--- src/rtl/ulk_guard_pkg.sv ---
package ulk_guard_pkg;

  typedef enum logic [1:0] {
    GS_IDLE  = 2'd0,
    GS_HALF  = 2'd1,
    GS_ARMED = 2'd2
  } guard_st_e;

  // Next guard state for one bus cycle.
  // hit: write strobe to the protected address in this cycle.
  function automatic guard_st_e guard_next(guard_st_e cur, logic hit,
                                           logic is_first, logic is_second);
    guard_st_e nxt;
    nxt = cur;
    if (hit) begin
      unique case (cur)
        GS_IDLE:  nxt = is_first  ? GS_HALF  : GS_IDLE;
        GS_HALF:  nxt = is_second ? GS_ARMED : GS_IDLE;
        GS_ARMED: nxt = GS_IDLE;
        default:  nxt = GS_IDLE;
      endcase
    end
    return nxt;
  endfunction

endpackage

--- src/rtl/ulk_key_fsm.sv ---
module ulk_key_fsm
  import ulk_guard_pkg::*;
#(
  parameter int DATA_W     = 8,
  parameter logic [DATA_W-1:0] KEY_FIRST  = 8'hE7,
  parameter logic [DATA_W-1:0] KEY_SECOND = 8'h18
) (
  input  logic              clk,
  input  logic              rst_n,
  input  logic              prot_hit,
  input  logic [DATA_W-1:0] wdata,
  output logic              armed,
  output logic              first_seen,
  output logic              load_en
);

  guard_st_e st_q, st_d;
  logic      match_first, match_second;

  assign match_first  = (wdata == KEY_FIRST);
  assign match_second = (wdata == KEY_SECOND);
  assign st_d         = guard_next(st_q, prot_hit, match_first, match_second);

  always_ff @(posedge clk) begin
    if (!rst_n) st_q <= GS_IDLE;
    else        st_q <= st_d;
  end

  assign armed      = (st_q == GS_ARMED);
  assign first_seen = (st_q == GS_HALF);
  assign load_en    = armed && prot_hit;

  // a second key after the first arms the guard
  p_arm_on_key_r3: assert property (@(posedge clk) disable iff (!rst_n)
    (prot_hit && first_seen && match_second) |=> armed);

  // cycles without a protected write keep the state
  p_foreign_hold_r5: assert property (@(posedge clk) disable iff (!rst_n)
    (!prot_hit) |=> (st_q == $past(st_q)));

  // a wrong second key drops back to idle
  p_bad_second_r8: assert property (@(posedge clk) disable iff (!rst_n)
    (prot_hit && first_seen && !match_second) |=> (!armed && !first_seen));

  // a non-key write in idle stays idle
  p_idle_stay_r7: assert property (@(posedge clk) disable iff (!rst_n)
    (prot_hit && !armed && !first_seen && !match_first) |=> (!armed && !first_seen));

endmodule

--- src/rtl/ulk_guard_reg.sv ---
module ulk_guard_reg #(
  parameter int DATA_W = 8,
  parameter logic [DATA_W-1:0] RESET_VAL = 8'hA0
) (
  input  logic              clk,
  input  logic              rst_n,
  input  logic              load_en,
  input  logic              prot_hit,
  input  logic              armed,
  input  logic [DATA_W-1:0] wdata,
  output logic [DATA_W-1:0] value
);

  always_ff @(posedge clk) begin
    if (!rst_n)       value <= RESET_VAL;
    else if (load_en) value <= wdata;
  end

  // a protected write while not armed does not change the value
  p_locked_hold_r2: assert property (@(posedge clk) disable iff (!rst_n)
    (prot_hit && !armed) |=> $stable(value));

  // an armed protected write loads data and relocks
  p_load_relock_r6: assert property (@(posedge clk) disable iff (!rst_n)
    (prot_hit && armed) |=> (value == $past(wdata) && !armed));

endmodule

--- src/rtl/ulk_readback.sv ---
module ulk_readback #(
  parameter int ADDR_W = 8,
  parameter int DATA_W = 8,
  parameter logic [ADDR_W-1:0] PROT_ADDR = 8'h10,
  parameter logic [ADDR_W-1:0] STAT_ADDR = 8'h11
) (
  input  logic [ADDR_W-1:0] addr,
  input  logic [DATA_W-1:0] value,
  input  logic              armed,
  input  logic              first_seen,
  output logic [DATA_W-1:0] rdata
);

  localparam int PAD_W = DATA_W - 2;

  always_comb begin
    if (addr == PROT_ADDR)      rdata = value;
    else if (addr == STAT_ADDR) rdata = {{PAD_W{1'b0}}, first_seen, armed};
    else                        rdata = '0;
  end

  // status bits never show both key stages at once
  always_comb begin
    p_status_onehot_r9: assert ($onehot0({armed, first_seen}));
  end

endmodule

--- src/rtl/ulk_reg_guard.sv ---
module ulk_reg_guard #(
  parameter int ADDR_W = 8,
  parameter int DATA_W = 8,
  parameter logic [ADDR_W-1:0] PROT_ADDR  = 8'h10,
  parameter logic [ADDR_W-1:0] STAT_ADDR  = 8'h11,
  parameter logic [DATA_W-1:0] KEY_FIRST  = 8'hE7,
  parameter logic [DATA_W-1:0] KEY_SECOND = 8'h18,
  parameter logic [DATA_W-1:0] RESET_VAL  = 8'hA0
) (
  input  logic              clk,
  input  logic              rst_n,
  input  logic [ADDR_W-1:0] bus_addr,
  input  logic              bus_we,
  input  logic [DATA_W-1:0] bus_wdata,
  output logic [DATA_W-1:0] bus_rdata,
  output logic [DATA_W-1:0] ctrl_value,
  output logic              write_armed
);

  logic prot_hit, armed, first_seen, load_en;

  assign prot_hit = bus_we && (bus_addr == PROT_ADDR);

  ulk_key_fsm #(
    .DATA_W(DATA_W), .KEY_FIRST(KEY_FIRST), .KEY_SECOND(KEY_SECOND)
  ) u_fsm (
    .clk(clk), .rst_n(rst_n), .prot_hit(prot_hit), .wdata(bus_wdata),
    .armed(armed), .first_seen(first_seen), .load_en(load_en)
  );

  ulk_guard_reg #(
    .DATA_W(DATA_W), .RESET_VAL(RESET_VAL)
  ) u_reg (
    .clk(clk), .rst_n(rst_n), .load_en(load_en), .prot_hit(prot_hit),
    .armed(armed), .wdata(bus_wdata), .value(ctrl_value)
  );

  ulk_readback #(
    .ADDR_W(ADDR_W), .DATA_W(DATA_W), .PROT_ADDR(PROT_ADDR), .STAT_ADDR(STAT_ADDR)
  ) u_rd (
    .addr(bus_addr), .value(ctrl_value), .armed(armed),
    .first_seen(first_seen), .rdata(bus_rdata)
  );

  assign write_armed = armed;

  // right after reset the guard is not armed
  p_reset_locked_r1: assert property (@(posedge clk)
    (!rst_n) |=> !write_armed);

endmodule

--- config.mk ---
export PLATFORM = sky130hd
export DESIGN_NAME = ulk_reg_guard
export DESIGN_NICKNAME = d
export VERILOG_FILES = /design/src/rtl/ulk_guard_pkg.sv /design/src/rtl/ulk_key_fsm.sv /design/src/rtl/ulk_guard_reg.sv /design/src/rtl/ulk_readback.sv /design/src/rtl/ulk_reg_guard.sv
export SDC_FILE = /design/constraint.sdc
export NUM_CORES = 1
export LEC_CHECK = 0
export ABC_AREA = 0
export BUFFER_PORTS_ARGS = -buffer_cell sky130_fd_sc_hd__buf_2
export CAP_MARGIN = 20
export CELL_PAD_IN_SITES_DETAIL_PLACEMENT = 1
export CELL_PAD_IN_SITES_GLOBAL_PLACEMENT = 2
export CORE_ASPECT_RATIO = 1.75
export CORE_MARGIN = 3
export CORE_UTILIZATION = 26
export DETAILED_ROUTE_END_ITERATION = 16
export GPL_TIMING_DRIVEN = 0
export MAX_ROUTING_LAYER = met4
export PLACE_DENSITY_LB_ADDON = 0.1
export SYNTH_ARGS = -nofsm -noshare
export SYNTH_HDL_FRONTEND = slang
export SYNTH_HIERARCHICAL = 1
export SYNTH_SLANG_ARGS = --single-unit
--- constraint.sdc ---
create_clock -name clk -period 3.6 [get_ports clk]
set_input_delay 0.72 -clock clk [delete_from_list [all_inputs] [get_ports clk]]
set_output_delay 0.72 -clock clk [all_outputs]
set_load 0.02 [all_outputs]
==> flow_metrics.env <==
export IMPL_grt_pass1_wl_um=2770
export IMPL_hold_start="u_reg/value[7]"
export IMPL_synth_edf_count=0
export IMPL_path_clk_slew_ps=50
export IMPL_ys_warnings_count=6
export IMPL_gp_congestion=0.725
export IMPL_synth_ff_type="dfxtp_1"
export IMPL_firstDrtPassIters=2
export IMPL_path_max_fanout=8
export IMPL_io_pins=36
export IMPL_setup_ws_ps=1020
export IMPL_syn_instance_count=64
export IMPL_ctsHoldBuffers=0
export IMPL_regToRegStartpoint="u_fsm/st_q[1]"
export IMPL_wl_per_cell_um=13.3
export IMPL_grt_overflow=0
export IMPL_start_util=0.280
export IMPL_crit_buf_inv=3
export IMPL_cp_start_kind="input port"
export IMPL_cts_repair_resized=0
export IMPL_setup_violations=0
export IMPL_worstSetupStartpoint="bus_addr[5]"
export IMPL_arrival_ps=1860
export IMPL_outcome="finished, final reports clean"
export IMPL_drt_iter0_drc=12
export IMPL_num_vias=621
export IMPL_tightest_slew_ps=326
export IMPL_fin_setup_tns_ps=0
export IMPL_antenna_found_initial=0
export IMPL_drcViolationCount=0
export IMPL_cts_root_buf="clkbuf_8"
export IMPL_cpPeakStageDelay_ps=530
export IMPL_skew_ps=2.43
export IMPL_finalCriticalPeriod_ps=2580
export IMPL_cts_buffers=3
export IMPL_clock_latency_ps=240
export IMPL_die_area_sq_um=3170
export IMPL_num_rows=23
export IMPL_slew_viol_final=0
export IMPL_cp_required_ps=2880
export IMPL_path_class="input port to primary output"
export IMPL_synthArstFlopShare=0
export IMPL_grt_max_degree=13
export IMPL_worstPathCellList="buf_2 -> or4b_1 -> buf_6 -> nor3_2 -> buf_2"
export IMPL_syn_nets=83
export IMPL_port_buffers=35
export IMPL_crit_top_cell="buf_2"
export IMPL_syn_avg_cell_area_sq_um=10.2
export IMPL_first_global_vias=624
export IMPL_layout_nets=123
export IMPL_clock_sinks=10
export IMPL_power_density_nw_per_um2=303
export IMPL_cts_max_level=1
export IMPL_cp_end_kind="primary output"
export IMPL_cts_setup_buffers=0
export IMPL_grt_setup_unrepaired="false"
export IMPL_die_h_um=72.2
export IMPL_cts_tree="yes"
export IMPL_syn_to_final_growth_pct=40.1
export IMPL_dp_worst_setup_slack_ps=1010
export IMPL_dp_hpwl_um=1420
export IMPL_hold_viol_final=0
export IMPL_routed_wl_um=1700
export IMPL_synth_seq_cells=10
export IMPL_maxCapViolations=0
export IMPL_ys_seq_area_frac=0.307
export IMPL_slowest_stage="or4b_1"
export IMPL_ir_worst_vdd_mv=0.216
export IMPL_crit_family="simple AND/OR/NAND/NOR gates"
export IMPL_core_sq_um=2330
export IMPL_netlist_area_sq_um=652
export IMPL_max_slew_margin=0.780
export IMPL_synth_cell_types=23
export IMPL_layout_drive_gt1_share=0.515
export IMPL_die_width_um=43.9
export IMPL_antenna_cells=0
export IMPL_finalCritPeriodShare=0.717
export IMPL_grt_usage=0.118
export IMPL_clock_path_buffers=2
export IMPL_max_freq_mhz=388
export IMPL_hp_class="flip-flop to flip-flop"
export IMPL_viasPerCell=4.85
export IMPL_p_leak_nw=0.389
export IMPL_ant_nets=0
-- cells in the final DEF (no fill, tap or decap), types with 2 or more instances in the layout --
master / Yosys / routed
nand2_1: 2 / 2
nand4bb_1: 2 / 2
nor3_2: 8 / 8
mux2i_1: 10 / 10
nor2b_1: 8 / 8
clkbuf_8: 0 / 4
buf_6: 2 / 2
dfxtp_1: 10 / 10
inv_1: 6 / 6
buf_2: 1 / 36
nor4b_2: 2 / 2
-- worst paths after layout --
check | to | slack (ps) | cells past startpoint
setup reg to reg | u_reg/value[5] | 2340 | 5
hold reg to reg | u_reg/value[7] | 510 | 2
setup / recovery | bus_rdata[1] | 1020 | 5
hold / removal | u_reg/value[7] | 510 | 2
-- kinds of logic after synthesis --
| group | count (synthesis) | share of synthesized area |
|---|---|---|
| flops | 10 | 0.307 |
| buf+inv | 9 | 0.0768 |
| simple gates | 33 | 0.428 |
| compound gates | 2 | 0.0345 |
| mux | 10 | 0.154 |
-- worst reg2reg max path, stage by stage, from the launching register on --
cell	delay, ps
dfxtp_1	360
nor2b_1	200
and2_1	170
buf_6	160
mux2i_1	210
nand2_1	60
-- cell usage after synthesis, drive strengths merged (2+ instances only) --
| cell type | number | area share |
|---|---|---|
| nor2b | 8 | 0.077 |
| mux2i | 10 | 0.15 |
| inv | 6 | 0.035 |
| nand4bb | 2 | 0.035 |
| buf | 3 | 0.042 |
| nor4b | 2 | 0.046 |
| dfxtp | 10 | 0.31 |
| nor3 | 9 | 0.13 |
| nand2 | 2 | 0.012 |
-- layout make-up --
cell class | instances | area (sq um)
well taps | 25 | 31.3
clock buffers | 4 | 55.1
fillers | 284 | 1420
repair buffers | 35 | 175
inverters | 6 | 22.5
multi-input cells | 45 | 402
plain buffers | 3 | 27.5
flip-flops and latches | 10 | 200
-- stage by stage --
stage / power, mW / instances / utilization / hold WS [ps] / instance area (sq um)
final: 0.276 / 128 / 0.392 / 511 / 913
after global routing: 0.287 / 128 / 0.392 / 566 / 913
after CTS: 0.282 / 128 / 0.392 / 524 / 913
after detailed placement: 0.138 / 124 / 0.368 / 510 / 858
after global placement: 0.138 / 124 / 0.368 / 503 / 858
after floorplan: 0.121 / 64 / - / 503 / 652
-- power by group --
| group | switching (mW) | internal [mW] | leakage, nW |
|---|---|---|---|
| Clock | 0.0446 | 0.0962 | 0.0288 |
| Combinational | 0.0123 | 0.0123 | 0.279 |
| Sequential | 0.000000164 | 0.111 | 0.0806 |
-- state kept, by name, summed over array words and instances (netlist names) --
name         flops
u_fsm/st_q       2
u_reg/value      8
-- metal layers --
layer	vias up	wire length, um	global-route usage
met5	-	0	-
met4	0	5	0.0503
met3	2	142	0.0273
met2	23	892	0.195
met1	288	656	0.131
li1	308	-	-
Power figures use the tool's default switching activity.
